==> src/rtl/blkdma_pkg.sv <==
package blkdma_pkg;
    localparam int REG_AW = 3;
    localparam int SIZE_W = 3;
    localparam int TGT_W  = 2;

    localparam logic [REG_AW-1:0] RA_CMD  = 3'd0;
    localparam logic [REG_AW-1:0] RA_BLO  = 3'd1;
    localparam logic [REG_AW-1:0] RA_BHI  = 3'd2;
    localparam logic [REG_AW-1:0] RA_DST  = 3'd3;
    localparam logic [REG_AW-1:0] RA_SRC  = 3'd4;
    localparam logic [REG_AW-1:0] RA_CTRL = 3'd5;

    localparam int CMD_IDLE_BIT = 0;
    localparam int CMD_TGT_LSB  = 2;
    localparam int CMD_SIZE_LSB = 4;

    localparam logic [TGT_W-1:0] TGT_RSVD = 2'd3;

    typedef enum logic [1:0] {
        ST_IDLE = 2'd0,
        ST_REQ  = 2'd1,
        ST_WAIT = 2'd2
    } seq_st_e;
endpackage

==> src/rtl/blkdma_regs.sv <==
module blkdma_regs
    import blkdma_pkg::*;
#(
    parameter int LO_W    = 32,
    parameter int HI_W    = 9,
    parameter int LMEM_AW = 16,
    parameter int SOFFS_W = 32
) (
    input  logic                clk,
    input  logic                rst_n,
    input  logic                reg_we,
    input  logic [REG_AW-1:0]   reg_addr,
    input  logic [31:0]         reg_wdata,
    input  logic [REG_AW-1:0]   reg_raddr,
    output logic [31:0]         reg_rdata,
    input  logic                busy,
    output logic                start,
    output logic                abort,
    output logic [LO_W-1:0]     base_lo,
    output logic [HI_W-1:0]     base_hi,
    output logic [LMEM_AW-1:0]  dst_offs,
    output logic [SOFFS_W-1:0]  src_offs,
    output logic [SIZE_W-1:0]   cmd_size,
    output logic [TGT_W-1:0]    cmd_tgt
);
    typedef struct packed {
        logic [LO_W-1:0]    base_lo;
        logic [HI_W-1:0]    base_hi;
        logic [LMEM_AW-1:0] dst;
        logic [SOFFS_W-1:0] src;
        logic [SIZE_W-1:0]  size;
        logic [TGT_W-1:0]   tgt;
    } regs_t;

    regs_t r_d, r_q;

    always_comb begin
        r_d   = r_q;
        abort = reg_we && (reg_addr == RA_CTRL) && (reg_wdata == 32'd0);
        start = reg_we && (reg_addr == RA_CMD) && !busy;
        if (reg_we) begin
            case (reg_addr)
                RA_BLO: r_d.base_lo = reg_wdata[LO_W-1:0];
                RA_BHI: r_d.base_hi = reg_wdata[HI_W-1:0];
                RA_DST: r_d.dst     = reg_wdata[LMEM_AW-1:0];
                RA_SRC: r_d.src     = reg_wdata[SOFFS_W-1:0];
                RA_CMD: begin
                    if (start) begin
                        r_d.size = reg_wdata[CMD_SIZE_LSB +: SIZE_W];
                        r_d.tgt  = reg_wdata[CMD_TGT_LSB +: TGT_W];
                    end
                end
                default: ;
            endcase
        end
    end

    always_ff @(posedge clk or negedge rst_n) begin
        if (!rst_n) r_q <= '0;
        else        r_q <= r_d;
    end

    always_comb begin
        reg_rdata = '0;
        case (reg_raddr)
            RA_CMD: begin
                reg_rdata[CMD_IDLE_BIT]              = !busy;
                reg_rdata[CMD_TGT_LSB +: TGT_W]      = r_q.tgt;
                reg_rdata[CMD_SIZE_LSB +: SIZE_W]    = r_q.size;
            end
            RA_BLO: reg_rdata[LO_W-1:0]    = r_q.base_lo;
            RA_BHI: reg_rdata[HI_W-1:0]    = r_q.base_hi;
            RA_DST: reg_rdata[LMEM_AW-1:0] = r_q.dst;
            RA_SRC: reg_rdata[SOFFS_W-1:0] = r_q.src;
            default: ;
        endcase
    end

    assign base_lo  = r_q.base_lo;
    assign base_hi  = r_q.base_hi;
    assign dst_offs = r_q.dst;
    assign src_offs = r_q.src;
    assign cmd_size = r_q.size;
    assign cmd_tgt  = r_q.tgt;
endmodule

==> src/rtl/blkdma_seq.sv <==
module blkdma_seq
    import blkdma_pkg::*;
#(
    parameter int          ADDR_W      = 49,
    parameter int          LO_SHIFT    = 8,
    parameter int          HI_SHIFT    = 40,
    parameter int          BLOCK_BYTES = 256,
    parameter int          DATA_W      = 32,
    parameter int          LMEM_AW     = 16,
    parameter int          SOFFS_W     = 32,
    parameter int unsigned SIZE_CODE   = 6,
    localparam int LO_W = HI_SHIFT - LO_SHIFT,
    localparam int HI_W = ADDR_W - HI_SHIFT
) (
    input  logic                clk,
    input  logic                rst_n,
    input  logic                start,
    input  logic                abort,
    input  logic [SIZE_W-1:0]   req_size,
    input  logic [TGT_W-1:0]    req_tgt,
    input  logic [LO_W-1:0]     base_lo,
    input  logic [HI_W-1:0]     base_hi,
    input  logic [SOFFS_W-1:0]  src_offs,
    input  logic [LMEM_AW-1:0]  dst_offs,
    output logic                rd_req,
    output logic [ADDR_W-1:0]   rd_addr,
    input  logic                rd_gnt,
    input  logic                rd_rvalid,
    input  logic [DATA_W-1:0]   rd_rdata,
    output logic                lm_we,
    output logic [TGT_W-1:0]    lm_tgt,
    output logic [LMEM_AW-1:0]  lm_addr,
    output logic [DATA_W-1:0]   lm_wdata,
    output logic                busy
);
    localparam int WB     = DATA_W / 8;
    localparam int WB_SH  = $clog2(WB);
    localparam int WORDS  = BLOCK_BYTES / WB;
    localparam int IDX_W  = $clog2(WORDS);
    localparam int BLK_SH = $clog2(BLOCK_BYTES);

    typedef struct packed {
        seq_st_e             st;
        logic [IDX_W-1:0]    idx;
        logic [ADDR_W-1:0]   src;
        logic [LMEM_AW-1:0]  dst;
        logic [TGT_W-1:0]    tgt;
    } seq_t;

    seq_t s_d, s_q;

    logic [ADDR_W-1:0] base_full;
    logic [ADDR_W:0]   start_sum;
    logic              cmd_ok;
    logic              last_word;

    always_comb begin
        base_full = {base_hi, base_lo, {LO_SHIFT{1'b0}}};
        start_sum = {1'b0, base_full} + (ADDR_W+1)'(src_offs);
        cmd_ok    = (req_size == SIZE_W'(SIZE_CODE)) &&
                    (req_tgt != TGT_RSVD) &&
                    !start_sum[ADDR_W] &&
                    (start_sum[BLK_SH-1:0] == '0);
        last_word = (s_q.idx == IDX_W'(WORDS - 1));

        s_d = s_q;
        case (s_q.st)
            ST_IDLE: begin
                if (start && cmd_ok) begin
                    s_d.st  = ST_REQ;
                    s_d.idx = '0;
                    s_d.src = start_sum[ADDR_W-1:0];
                    s_d.dst = dst_offs;
                    s_d.tgt = req_tgt;
                end
            end
            ST_REQ: begin
                if (rd_gnt) s_d.st = ST_WAIT;
            end
            ST_WAIT: begin
                if (rd_rvalid) begin
                    if (last_word) begin
                        s_d.st = ST_IDLE;
                    end else begin
                        s_d.st  = ST_REQ;
                        s_d.idx = s_q.idx + IDX_W'(1);
                    end
                end
            end
            default: s_d.st = ST_IDLE;
        endcase
        if (abort) begin
            s_d.st  = ST_IDLE;
            s_d.idx = '0;
        end
    end

    always_ff @(posedge clk or negedge rst_n) begin
        if (!rst_n) s_q <= '{st: ST_IDLE, default: '0};
        else        s_q <= s_d;
    end

    assign rd_req   = (s_q.st == ST_REQ) && !abort;
    assign rd_addr  = s_q.src + ADDR_W'({s_q.idx, {WB_SH{1'b0}}});
    assign lm_we    = (s_q.st == ST_WAIT) && rd_rvalid && !abort;
    assign lm_tgt   = s_q.tgt;
    assign lm_addr  = s_q.dst + LMEM_AW'({s_q.idx, {WB_SH{1'b0}}});
    assign lm_wdata = rd_rdata;
    assign busy     = (s_q.st != ST_IDLE);
endmodule

==> src/rtl/blkdma_top.sv <==
module blkdma_top
    import blkdma_pkg::*;
#(
    parameter int          ADDR_W      = 49,
    parameter int          LO_SHIFT    = 8,
    parameter int          HI_SHIFT    = 40,
    parameter int          BLOCK_BYTES = 256,
    parameter int          DATA_W      = 32,
    parameter int          LMEM_AW     = 16,
    parameter int          SOFFS_W     = 32,
    parameter int unsigned SIZE_CODE   = 6
) (
    input  logic                clk,
    input  logic                rst_n,
    input  logic                reg_we,
    input  logic [REG_AW-1:0]   reg_addr,
    input  logic [31:0]         reg_wdata,
    input  logic [REG_AW-1:0]   reg_raddr,
    output logic [31:0]         reg_rdata,
    output logic                rd_req,
    output logic [ADDR_W-1:0]   rd_addr,
    input  logic                rd_gnt,
    input  logic                rd_rvalid,
    input  logic [DATA_W-1:0]   rd_rdata,
    output logic                lm_we,
    output logic [TGT_W-1:0]    lm_tgt,
    output logic [LMEM_AW-1:0]  lm_addr,
    output logic [DATA_W-1:0]   lm_wdata
);
    localparam int LO_W = HI_SHIFT - LO_SHIFT;
    localparam int HI_W = ADDR_W - HI_SHIFT;

    logic                eng_busy;
    logic                eng_start;
    logic                eng_abort;
    logic [LO_W-1:0]     cfg_base_lo;
    logic [HI_W-1:0]     cfg_base_hi;
    logic [LMEM_AW-1:0]  cfg_dst;
    logic [SOFFS_W-1:0]  cfg_src;
    logic [SIZE_W-1:0]   cfg_size;
    logic [TGT_W-1:0]    cfg_tgt;

    blkdma_regs #(
        .LO_W    (LO_W),
        .HI_W    (HI_W),
        .LMEM_AW (LMEM_AW),
        .SOFFS_W (SOFFS_W)
    ) u_regs (
        .clk       (clk),
        .rst_n     (rst_n),
        .reg_we    (reg_we),
        .reg_addr  (reg_addr),
        .reg_wdata (reg_wdata),
        .reg_raddr (reg_raddr),
        .reg_rdata (reg_rdata),
        .busy      (eng_busy),
        .start     (eng_start),
        .abort     (eng_abort),
        .base_lo   (cfg_base_lo),
        .base_hi   (cfg_base_hi),
        .dst_offs  (cfg_dst),
        .src_offs  (cfg_src),
        .cmd_size  (cfg_size),
        .cmd_tgt   (cfg_tgt)
    );

    logic [SIZE_W-1:0] start_size;
    logic [TGT_W-1:0]  start_tgt;
    // the sequencer judges the command word being written, not the stored one
    assign start_size = reg_wdata[CMD_SIZE_LSB +: SIZE_W];
    assign start_tgt  = reg_wdata[CMD_TGT_LSB +: TGT_W];

    blkdma_seq #(
        .ADDR_W      (ADDR_W),
        .LO_SHIFT    (LO_SHIFT),
        .HI_SHIFT    (HI_SHIFT),
        .BLOCK_BYTES (BLOCK_BYTES),
        .DATA_W      (DATA_W),
        .LMEM_AW     (LMEM_AW),
        .SOFFS_W     (SOFFS_W),
        .SIZE_CODE   (SIZE_CODE)
    ) u_seq (
        .clk       (clk),
        .rst_n     (rst_n),
        .start     (eng_start),
        .abort     (eng_abort),
        .req_size  (start_size),
        .req_tgt   (start_tgt),
        .base_lo   (cfg_base_lo),
        .base_hi   (cfg_base_hi),
        .src_offs  (cfg_src),
        .dst_offs  (cfg_dst),
        .rd_req    (rd_req),
        .rd_addr   (rd_addr),
        .rd_gnt    (rd_gnt),
        .rd_rvalid (rd_rvalid),
        .rd_rdata  (rd_rdata),
        .lm_we     (lm_we),
        .lm_tgt    (lm_tgt),
        .lm_addr   (lm_addr),
        .lm_wdata  (lm_wdata),
        .busy      (eng_busy)
    );

    logic unused_cfg;
    assign unused_cfg = ^{cfg_size, cfg_tgt};
endmodule

==> config.mk <==
export PLATFORM = sky130hd
export DESIGN_NAME = blkdma_top
export DESIGN_NICKNAME = d
export VERILOG_FILES = /design/src/rtl/blkdma_pkg.sv /design/src/rtl/blkdma_regs.sv /design/src/rtl/blkdma_seq.sv /design/src/rtl/blkdma_top.sv
export SDC_FILE = /design/constraint.sdc
export NUM_CORES = 1
export LEC_CHECK = 0
export BUFFER_PORTS_ARGS = -buffer_cell sky130_fd_sc_hd__buf_2
export CAP_MARGIN = 30
export CORE_UTILIZATION = 40
export DETAILED_ROUTE_END_ITERATION = 10
export SLEW_MARGIN = 10
export SYNTH_ARGS = -nofsm -noshare
export SYNTH_HDL_FRONTEND = slang
export SYNTH_SLANG_ARGS = --single-unit
==> constraint.sdc <==
create_clock -name clk -period 3.8 [get_ports clk]
set_input_delay 1.14 -clock clk [delete_from_list [all_inputs] [get_ports clk]]
set_output_delay 1.14 -clock clk [all_outputs]
set_load 0.02 [all_outputs]
# --- Word level (Yosys, flattened, before mapping) ---
# Index checks and enable logic that the tools add are counted.
totals:
  ff_bits: 169
  in_bits: 75
  output_inout_bits: 133
  wordCells: 76
op_classes:
  addsub: 4
  eq_ne: 18
  muxes: 14
  reduce_logical: 29
op_table:
  columns: ["op", "count"]
  rows:
  - ["$mux 75", 1]
  - ["$add 49x32->50", 1]
  - ["$add 49x8->49", 1]
  - ["$logic_not 32->1", 1]
  - ["$pmux 16 s2", 1]
  - ["$pmux 5 s5", 1]
  - ["$pmux 7 s3", 1]
  - ["$add 16x8->16", 1]
  - ["$mux 8", 2]
  - ["$eq 3x2->1 const B", 4]
  - ["$eq 3x3->1 const B", 4]
  - ["$pmux 6 s2", 1]
  - ["$logic_and 1x1->1", 11]
  - ["$reduce_and 2->1", 5]
  - ["$ne 3x2->1 const B", 3]
  - ["$logic_not 8->1", 1]
  - ["$pmux 2 s4", 1]
  - ["$add 6x1->6 const B", 1]
  - ["$eq 3x1->1 const B", 2]
  - ["$eq 6x6->1 const B", 1]
  - ["$logic_not 3->1", 2]
  - ["$mux 6", 1]
  - ["$pmux 2 s3", 1]
  - ["$reduce_and 3->1", 2]
  - ["other kinds (13)", 15]

# --- Depth between registers and ports, before layout ---
# Gate-level depths: netlist of the first run.
depth:
  word_depth: 8
  ltp_mapped: 11
  mapped_depth_nobuf: 11

# --- Cells and area by module ---
# From an unflattened synthesis of the first run, not the netlist that was laid out.
hier_totals:
  cells_unflattened: 1095
  area_unflattened_um2: 10816.6
by_module_without_submodules:
  columns: ["module", "instances", "cells_each", "area_each_um2", "seq_area_each_um2"]
  rows:
  - ["blkdma_seq", 1, 775, 6438.7, 1876.8]
  - ["blkdma_regs", 1, 320, 4377.9, 2352.3]

# --- Worst setup path before layout of the first run ---
# Ideal clock, no wire load.
synth_timing:
  kind: "register -> output"
  startpoint: "register u_seq.s_q[67] in the netlist's numbering"
  endpoint: "output rd_addr[48]"
  arrival_ps: 2697
  t_required_ps: 2660
  slack_ps: -37
  stages_incl_launch_ff: 12
  n_path_buf: 0
  cell_sequence: "dfrtp_1 > ha_1 > inv_1 > fa_1 > nor2b_1 > o21ai_1 > a21boi_1 > o21ai_1 > a211oi_1 > nand2_1 > nor3_1 > xor2_1"
synth_via:
  elab_chain_len: 1
synth_lines:
  columns: ["item", "line_no", "rtl"]
  rows:
  - ["start: declaration", "blkdma_seq.sv:50", "seq_t s_d, s_q;"]
  - ["start signal: assignment", "blkdma_seq.sv:99", "if (!rst_n) s_q <= '{st: ST_IDLE, default: '0};"]
  - ["start signal: assignment", "blkdma_seq.sv:100", "else s_q <= s_d;"]
  - ["$add 49x8->49", "blkdma_seq.sv:104", "assign rd_addr = s_q.src + ADDR_W'({s_q.idx, {WB_SH{1'b0}}});"]
  - ["end: declaration", "blkdma_top.sv:21", "output logic [ADDR_W-1:0] rd_addr,"]
# Every way passes these cells.

# --- Worst setup path after layout of the first run ---
layout_timing:
  startpoint: "register u_seq.s_q[67] in the netlist's numbering"
  endpoint: "output rd_addr[24]"
# Same word-level chain as after synthesis.

==> impl_metrics.yaml, run 1 <==
synth:
  async_reset_ff_share_pct: 100.0
  synth_top_area_share_pct: 40.89
  ys_ff_latch: 169
  syn_inst: 1014
  syn-num-nets: 1129
  ys_seq_area_share_pct: 40.89
  synth.most_common_cell: "dfrtp_1"
  synth_area_per_cell_um2: 10.20
  syn-cell-area_mm2: 0.01034
  synth_top_cell_by_area: "dfrtp_1"
  yosysWarnings: 0
  ys_types: 66
  synthTopCellsByArea: "dfrtp_1 (41%), mux2_2 (12%), ha_1 (4.5%)"
  synth-edff-count: 0
  synthFlopType: "dfrtp_1"
  yosys-top-cells-count: "dfrtp_1 (169), mux2_2 (113), nand2_1 (95)"
power_and_ir_drop:
  powerDensity_mw_per_mm2: 491.2
  p_total_uw: 6207
  ir_drop_mv: 0.2447
  pwr-share-seq_pct: 38.4
  net-switching-power_uw: 2322
  internal-power_uw: 3885
  pwr-share-clk_pct: 27.3
  combPwrFrac_pct: 34.2
  leakage_uw: 0.005956
  p_sw_share_pct: 37.41
placed_design:
  dp_hpwl_um: 22260
  place.gp.congestion: 0.8815
  place_inst: 1459
  io_buffer_count: 143
  place_worst_setup_slack_ns: 0.02127
  placed_cell_area_mm2: 0.01147
drt:
  dr_total_vias: 8239
  drc_errors: 0
  wl_met2_um: 13750
  wl_met1_um: 14130
  drtIter0Drc: 506
  vias_per_cell: 5.442
  drt-total-wl_um: 29360
  firstDrtPassIters: 5
  antenna_left: 0
  top_layer: "met4"
  wl_per_cell_um: 19.39
  routed-wl-met3_um: 928
worst_hold_path:
  hp-class: "register to register"
  min_path_cells: 1
  holdCritStartpoint: "u_seq.s_q[18]"
  holdPathEnd: "u_seq.s_q[18]"
run_status:
  outcome: "finished with violations"
  violations: "setup timing"
sta:
  period_needed_ns: 4.031
  period_share_pct: 106.1
  skew_ns: 0.01393
  fmax_ghz: 0.2481
  setup_viol: 18
  finalWorstSetupSlack_ns: -0.2311
  slew_viol_final: 0
  tightest_slew_ns: 0.6752
  hold_viol: 0
  rsz0062_at_grt: "true"
  max_slew_margin_pct: 54.99
grt:
  overflow: 0
  antenna_found_initial: 2
  grt_pass1_wl_um: 45690
  grt_start_max_net_pins: 70
  grt.total_usage_pct: 22.55
  grt_pass1_vias: 8053
layout:
  drive_above_1_share_pct: 36.63
  fin_cells: 1514
  final_util_pct: 50.04
  final_area_mm2: 0.01264
  area_growth_pct: 22.17
  fin_nets: 1284
clock_network:
  cts_tree: "yes"
  cts.sinks: 169
  root_buffer: "clkbuf_16"
  cts_made_buffers: 17
  clk_path_buf_depth: 2
  cts_max_level: 4
  clk_pin_slew_worst_paths_ns: 0.07
  clk_latency_ns: 0.43
setup_path:
  crit_path_start_kind: "register"
  crit_chain: "ha_2 > inv_2 > fa_2 > nor2b_2 > o21ai_2 > a21boi_2 > o21ai_4 > a211oi_4 > buf_6 > and4_1 > xor2_1 > buf_4"
  crit_fanout: 4
  reg2reg_slack_ns: 0.64
  reg2reg_depth: 8
  critPathKind: "register to output port"
  critical_path_arrival_ns: 2.89
  reg2reg_to: "u_seq.s_q[17]"
  cp.required_ns: 2.66
  critPathCaptureType: "output port"
  slowest_stage: "dfrtp_1"
  cp_slowest_stage_delay_ns: 0.35
  worstReg2RegStart: "u_regs.src_offs[10]"
job:
  cap_violations: 0
floorplan:
  initial_utilization_pct: 40.96
  die_h_um: 162.8
  core.rowCount: 58
  io_pins: 208
  die_area_mm2: 0.02651
  core_area_mm2: 0.02525
  die_w_um: 162.8
## layer usage
metal	vias to the layer above	GRT usage, %
met4	0	7.519
met1	4084	32.43
li1	3938	-
met3	47	3.259
met5	-	0
met2	170	34.64
## layout by cell type, fill, tap and decap left out, types with 7 or more instances in the layout
cell / n
buf_2: 110
nor2b_1: 7
inv_1: 20
xnor2_1: 45
a22o_1: 16
dfrtp_1: 168
xor2_1: 41
nand3_1: 28
and2_1: 10
a21oi_1: 31
nand2_1: 87
nor4_1: 9
mux2_2: 113
nor3_1: 17
nor2_1: 26
buf_4: 88
nand3_2: 7
mux2i_1: 17
nand4_1: 16
xnor2_2: 7
o21ai_1: 16
o21ai_0: 52
clkbuf_16: 17
buf_6: 9
ha_1: 34
and3_1: 18
a21o_1: 14
## state kept, by name, summed over array words and instances (netlist names)
register,cells
u_seq.lm_tgt,2
u_regs.base_lo,32
u_seq.s_q,73
u_regs.src_offs,32
u_regs.dst_offs,16
u_regs.cmd_tgt,2
u_regs.base_hi,9
u_regs.cmd_size,3
## critical path: cells and delay by family (launching register included)
family	cells	cell delay (ns)
DFF	1	0.35
buffers and inverters	3	0.37
AOI/OAI and AO/OA	4	0.70
adders and majority gates	2	0.53
xor gates and xnor gates	1	0.15
and+or+nand+nor	2	0.36
## worst max-delay path by stage
stage	from	endpoint	slack (ns)
after floorplan	u_seq.s_q[67]	rd_addr[32]	0.07
after global placement	reg_wdata[24]	rd_req	0.03
after detailed placement	u_seq.s_q[20]	rd_addr[48]	0.02
after CTS	u_seq.s_q[20]	rd_addr[24]	-0.22
after global routing	u_seq.s_q[20]	rd_addr[48]	-0.41
final	u_seq.s_q[67]	rd_addr[24]	-0.23
## per-stage QoR
step	hold slack, ns	setup TNS (ns)
final	0.4855	-2.744
after global routing	0.5233	-7.568
after CTS	0.4961	-3.024
after detailed placement	0.4754	0
after global placement	0.4688	0
after floorplan	0.4548	0
## logic make-up after synthesis
logic type,count (synthesis),share of synthesized area (%)
fa+ha+maj,40,5.056
buf+inv,98,5.092
flops,169,40.89
mux,134,14.49
xor+xnor,93,7.875
simple gates,282,13.74
compound gates,198,12.86
## power groups by stage
stage	clock network, uW	logic (uW)	registers, uW
after floorplan	0	1510	2280
after global placement	0	2050	2410
after detailed placement	0	2060	2420
after CTS	1730	2110	2380
after global routing	1810	2310	2430
final	1700	2120	2390
## layout make-up
cell class	instances	area [um^2]
clock inverters	15	142.6
clock buffers	17	425.4
well taps	330	412.9
multi-input cells	747	5942
diodes	2	5.005
inverters	23	86.33
repair buffers	211	1393
fillers	2343	12620
flip-flops and latches	169	4230
## repair_timing
item                       CTS  global route
pin swaps                   25            22
setup buffers               14             7
hold buffers                 0             0
setup endpoints to repair   47            46
gates resized for setup     55            58
Power figures use the tool's default switching activity.
==> run 2, diff against run 1 <==
ABC_AREA = 1   (was not set)
==> run 2 against run 1 <==
Net effect:
- the run now ends clean
- core utilization decreased by 2.4 points
- power decreased by 8.5%
- critical endpoint is now reg_rdata[4]
- clock power increased by 5%
- synthesized area increased by 11%
==> impl_metrics.yaml, run 2 <==
synth:
  ys_ff_latch: 169
  synth_top_cell_by_area: "dfrtp_1"
  synthTopCellsByArea: "dfrtp_1 (37%), nand2_1 (15%), inv_1 (7.4%)"
  synth.most_common_cell: "nand2_1"
  ys_seq_area_share_pct: 36.83
  synthFlopType: "dfrtp_1"
  syn-cell-area_mm2: 0.01148
  synth-edff-count: 0
  yosys-top-cells-count: "nand2_1 (445), inv_1 (225), dfrtp_1 (169)"
  synth_top_area_share_pct: 36.83
  ys_types: 48
  syn-num-nets: 1731
  synth_area_per_cell_um2: 7.106
  syn_inst: 1616
  async_reset_ff_share_pct: 100.0
  yosysWarnings: 0
clock_network:
  clk_path_buf_depth: 2
  clk_pin_slew_worst_paths_ns: 0.08
  cts_tree: "yes"
  clk_latency_ns: 0.45
  cts.sinks: 169
  cts_max_level: 4
  hold_buffers: 0
  root_buffer: "clkbuf_16"
  cts_made_buffers: 17
grt:
  use_met1_pct: 36.90
  grt_pass1_wl_um: 56830
  grt.total_usage_pct: 25.69
  antenna_found_initial: 0
  grt_start_max_net_pins: 65
  overflow: 0
  use_met3_pct: 3.267
  grt_pass1_vias: 10210
  top_usage_layer: "met2"
  use_met2_pct: 40.15
layout:
  area_growth_pct: 16.26
  regMostFlops: "u_seq.s_q"
  final_area_mm2: 0.01335
  layout.cells.most_common_list: "nand2_1 (439), inv_1 (222), dfrtp_1 (165)"
  fin_nets: 1860
  layout_commonest_cell: "nand2_1"
  diodes: 0
  largest_reg_flops: 73
  fin_cells: 2136
  drive_above_1_share_pct: 15.87
sta:
  period_share_pct: 97.43
  setup_viol: 0
  period_needed_ns: 3.702
  fmax_ghz: 0.2701
  max_slew_margin_pct: 35.84
  slew_viol_final: 0
  rsz0062_at_grt: "true"
  hold_viol: 0
  tightest_slew_ns: 0.9381
  skew_ns: 0.01638
power_and_ir_drop:
  p_total_uw: 5681
  ir_drop_mv: 0.2754
  leakage_uw: 0.006993
  powerDensity_mw_per_mm2: 425.6
setup_path:
  critical_path_arrival_ns: 2.56
  crit_fanout: 12
  cp.required_ns: 2.66
  crit_path_start_kind: "primary input"
  slowest_stage: "inv_1"
  crit_chain: "buf_2 > inv_1 > nor3_1 > inv_1 > o22ai_1 > a221oi_1 > o21ai_0 > buf_2"
  critPathCaptureType: "output port"
  reg2reg_slack_ns: 1.15
  critPathKind: "primary input to output port"
  cp_slowest_stage_delay_ns: 0.38
floorplan:
  die_area_mm2: 0.02939
  io_pins: 208
  initial_utilization_pct: 41.00
  core_area_mm2: 0.02801
  die_h_um: 171.4
  die_w_um: 171.4
  core.rowCount: 61
drt:
  antenna_left: 0
  firstDrtPassIters: 7
  dr_total_vias: 10930
  wl_per_cell_um: 17.34
  vias_per_cell: 5.118
  drt-total-wl_um: 37040
  drc_errors: 0
  drtIter0Drc: 891
run_status:
  outcome: "finished clean"
placed_design:
  dp_hpwl_um: 29280
  place_inst: 2088
  placed_cell_area_mm2: 0.01243
  place.gp.congestion: 0.9171
  io_buffer_count: 143
worst_hold_path:
  hp-class: "register to register"
job:
  cap_violations: 0
==> run 2: cells by family after synthesis <==
kind of cell	Yosys count	synth area share (%)
buffers and inverters	303	11.73
adders and majority gates	40	4.554
xor gates and xnor gates	83	6.330
DFF	169	36.83
AOI/OAI and AO/OA	263	12.75
and+or+nand+nor	758	27.81
==> run 2: worst max-delay path: cells and delay by family <==
kind                   cells  cell delay [ns]
AOI/OAI and AO/OA          3             0.57
and+or+nand+nor            1             0.06
buffers and inverters      4             0.78
==> run 2: cell type report <==
cell class / count / area [um^2]
clock buffers: 18 / 429.2
clock inverters: 14 / 172.7
fillers: 2924 / 14660
inverters: 228 / 858.3
multi-input cells: 1144 / 6098
flip-flops and latches: 169 / 4234
well taps: 378 / 473.0
repair buffers: 185 / 1085
==> run 2: what timing repair did <==
action                                  4_1_cts  5_1_grt
pin swaps                                     4        6
gates resized for setup                      23       23
hold endpoints to repair                      0        0
endpoints found under the setup margin       30       32
setup buffers                                 8        8
==> run 2: where the power goes <==
group | total (uW) | switching [uW] | internal [uW]
logic | 1600 | 1090 | 515
clock network | 1790 | 843 | 944
registers | 2290 | 276 | 2020
==> run 2: routing by layer <==
layer | up-vias | part of all wire (%)
li1 | 5424 | -
met1 | 5112 | 48
met2 | 347 | 45
met3 | 49 | 4.7
met4 | 0 | 2.2
met5 | - | 0
==> run 2: worst paths after layout <==
| check | start | endpoint | cells past startpoint |
|---|---|---|---|
| min in group asynchronous | rst_n | u_seq.s_q[18] | 1 |
| min | u_seq.lm_tgt[0] | u_seq.lm_tgt[0] | 2 |
| max in group asynchronous | rst_n | u_regs.base_lo[26] | 2 |
| max | reg_raddr[1] | reg_rdata[4] | 8 |
| max reg2reg | u_regs.base_lo[8] | u_seq.s_q[43] | 13 |
| min reg2reg | u_seq.lm_tgt[0] | u_seq.lm_tgt[0] | 2 |
==> run 2: stage by stage <==
step | hold WS [ns] | worst slack [ns] | TNS [ns] | util [%]
3_5_place_dp | 0.4718 | 0.1056 | 0 | 44.39
5_1_grt | 0.5047 | -0.08144 | -0.1910 | 47.66
4_1_cts | 0.4908 | -0.01270 | -0.01270 | 47.14
6_report | 0.4872 | 0.09766 | 0 | 47.66
3_3_place_gp | 0.4654 | 0.09684 | 0 | 44.32
2_1_floorplan | 0.4501 | 0.2220 | 0 | -
==> run 3, diff against run 2 <==
GPL_ROUTABILITY_DRIVEN = 0   (was not set)
MAX_ROUTING_LAYER = met4   (was not set)
clock period = 4.8 ns   (was 3.8 ns; I/O delays follow)
==> run 3 against run 2 <==
Net effect:
- non-clock buffer count decreased by 30
- combinational power is 22% lower
- design area down 3.2%
- die area unchanged
- sequential share of layout area up 1.0 points
- count of clock-buffer cells in the layout down 1
- register-to-register slack gained 0.56 ns
==> impl_metrics.yaml, run 3 (synthesis results as in run 2) <==
sta:
  slew_viol_final: 0
  skew_ns: 0.01766
  rsz0062_at_grt: "false"
  setup_tns_ns: 0
  setup_viol: 0
  fmax_ghz: 0.2143
  tightest_slew_ns: 0.8169
  hold_viol: 0
  period_share_pct: 97.21
  period_needed_ns: 4.666
  max_slew_margin_pct: 44.13
clock_network:
  cts_tree: "yes"
  cts_made_buffers: 17
  hold_buffers: 0
  cts.sinks: 169
  clk_pin_slew_worst_paths_ns: 0.08
  cts_max_level: 4
  ctsResizeCount: 0
  clk_path_buf_depth: 2
  cts_setup_buffers: 0
  clk_latency_ns: 0.44
  root_buffer: "clkbuf_16"
floorplan:
  io_pins: 208
  core_area_mm2: 0.02801
  core.rowCount: 61
  die_h_um: 171.4
  initial_utilization_pct: 41.00
  die_area_mm2: 0.02939
  die_w_um: 171.4
power_and_ir_drop:
  p_sw_share_pct: 38.83
  ir_drop_mv: 0.2263
  internal-power_uw: 2742
  leakage_uw: 0.006801
  combPwrFrac_pct: 27.8
  powerDensity_mw_per_mm2: 346.8
  pwr-share-clk_pct: 31.8
  net-switching-power_uw: 1741
  pwr-share-seq_pct: 40.4
grt:
  grt_pass1_wl_um: 54420
  grt_start_max_net_pins: 88
  antenna_found_initial: 1
  grt.total_usage_pct: 25.21
  overflow: 0
  grt_pass1_vias: 9896
setup_path:
  critPathKind: "primary input to output port"
  crit_path_start_kind: "primary input"
  cp.required_ns: 3.36
  cp_slowest_stage_delay_ns: 0.61
  critPathCaptureType: "output port"
  slowest_stage: "o21ai_0"
  cp.depth: 6
  worst-path-buf-inv: 4
  crit_chain: "buf_2 > nor3_2 > buf_4 > inv_1 > o21ai_0 > buf_2"
  crit_family: "buffers and inverters"
  reg2reg_depth: 11
  critical_path_arrival_ns: 3.23
  worst_path_most_repeated_cell: "buf_2"
  crit_fanout: 25
layout:
  drive_above_1_share_pct: 12.38
  fin_cells: 2107
  area_growth_pct: 12.58
  layout.cells.most_common_list: "nand2_1 (444), inv_1 (225), dfrtp_1 (169)"
  fin_nets: 1830
  final_util_pct: 46.16
  largest_reg_flops: 73
  regMostFlops: "u_seq.s_q"
  final_area_mm2: 0.01293
  layout_commonest_cell: "nand2_1"
placed_design:
  io_buffer_count: 143
  dp_hpwl_um: 28180
  place_inst: 2074
  placed_cell_area_mm2: 0.01232
drt:
  firstDrtPassIters: 7
  drc_errors: 0
  wl_per_cell_um: 16.83
  drtIter0Drc: 806
  vias_per_cell: 5.126
  drt-total-wl_um: 35470
  dr_total_vias: 10800
  antenna_left: 0
job:
  cap_violations: 0
worst_hold_path:
  hp-class: "register to register"
  min_path_cells: 2
run_status:
  outcome: "finished clean"
run 3: final timing paths:
path,start,slack [ns],endpoint
worst max-delay path,reg_raddr[2],0.13,reg_rdata[1]
worst min-delay path,u_seq.s_q[3],0.49,u_seq.s_q[3]
worst max register to register,u_regs.base_lo[20],1.71,u_seq.s_q[37]
worst min register to register,u_seq.s_q[3],0.49,u_seq.s_q[3]
max in group asynchronous,rst_n,2.84,u_regs.src_offs[21]
min in group asynchronous,rst_n,1.05,u_seq.s_q[18]
run 3: per-layer routing:
metal	part of all wire [%]	vias to the layer above	GRT usage [%]
li1	-	5375	-
met1	47	4965	34.59
met2	45	406	38.92
met3	5.6	54	3.313
met4	2.4	0	7.065
met5	0	-	-
run 3: area by class of cell:
class	instances	area (um^2)
Fill cell	2887	15080
Timing Repair Buffer	155	837.1
Multi-Input combinational cell	1144	5922
Clock inverter	15	181.4
Antenna cell	1	2.502
Inverter	228	858.3
Clock buffer	17	425.4
Sequential cell	169	4229
Tap cell	378	473.0
run 3: worst reg2reg max path, stage by stage (launching register included):
cell and delay, ns:
dfrtp_1 0.43, ha_1 0.38, a21oi_1 0.23, nand2_1 0.12
a21oi_1 0.25, nand3_2 0.19, nand2_1 0.13, nand2_2 0.40
inv_4 0.54, nand2_1 0.15, o21ai_1 0.10, inv_1 0.05
run 3: stage by stage:
| stage | total power, uW | hold slack, ns | setup slack, ns |
|---|---|---|---|
| after CTS | 4480 | 0.4907 | 0.2586 |
| after detailed placement | 3053 | 0.4716 | 0.2746 |
| final | 4483 | 0.4882 | 0.1341 |
| after global placement | 3048 | 0.4659 | 0.2674 |
| after floorplan | 2603 | 0.4501 | 0.6220 |
| after global routing | 4717 | 0.5120 | 0.04650 |
run 3: power groups by stage:
| stage | logic, uW | registers [uW] | clock network, uW |
|---|---|---|---|
| 6_report | 1250 | 1810 | 1430 |
| 5_1_grt | 1380 | 1830 | 1500 |
| 4_1_cts | 1230 | 1810 | 1450 |
| 3_5_place_dp | 1220 | 1830 | 0 |
| 3_3_place_gp | 1220 | 1830 | 0 |
| 2_1_floorplan | 869 | 1730 | 0 |
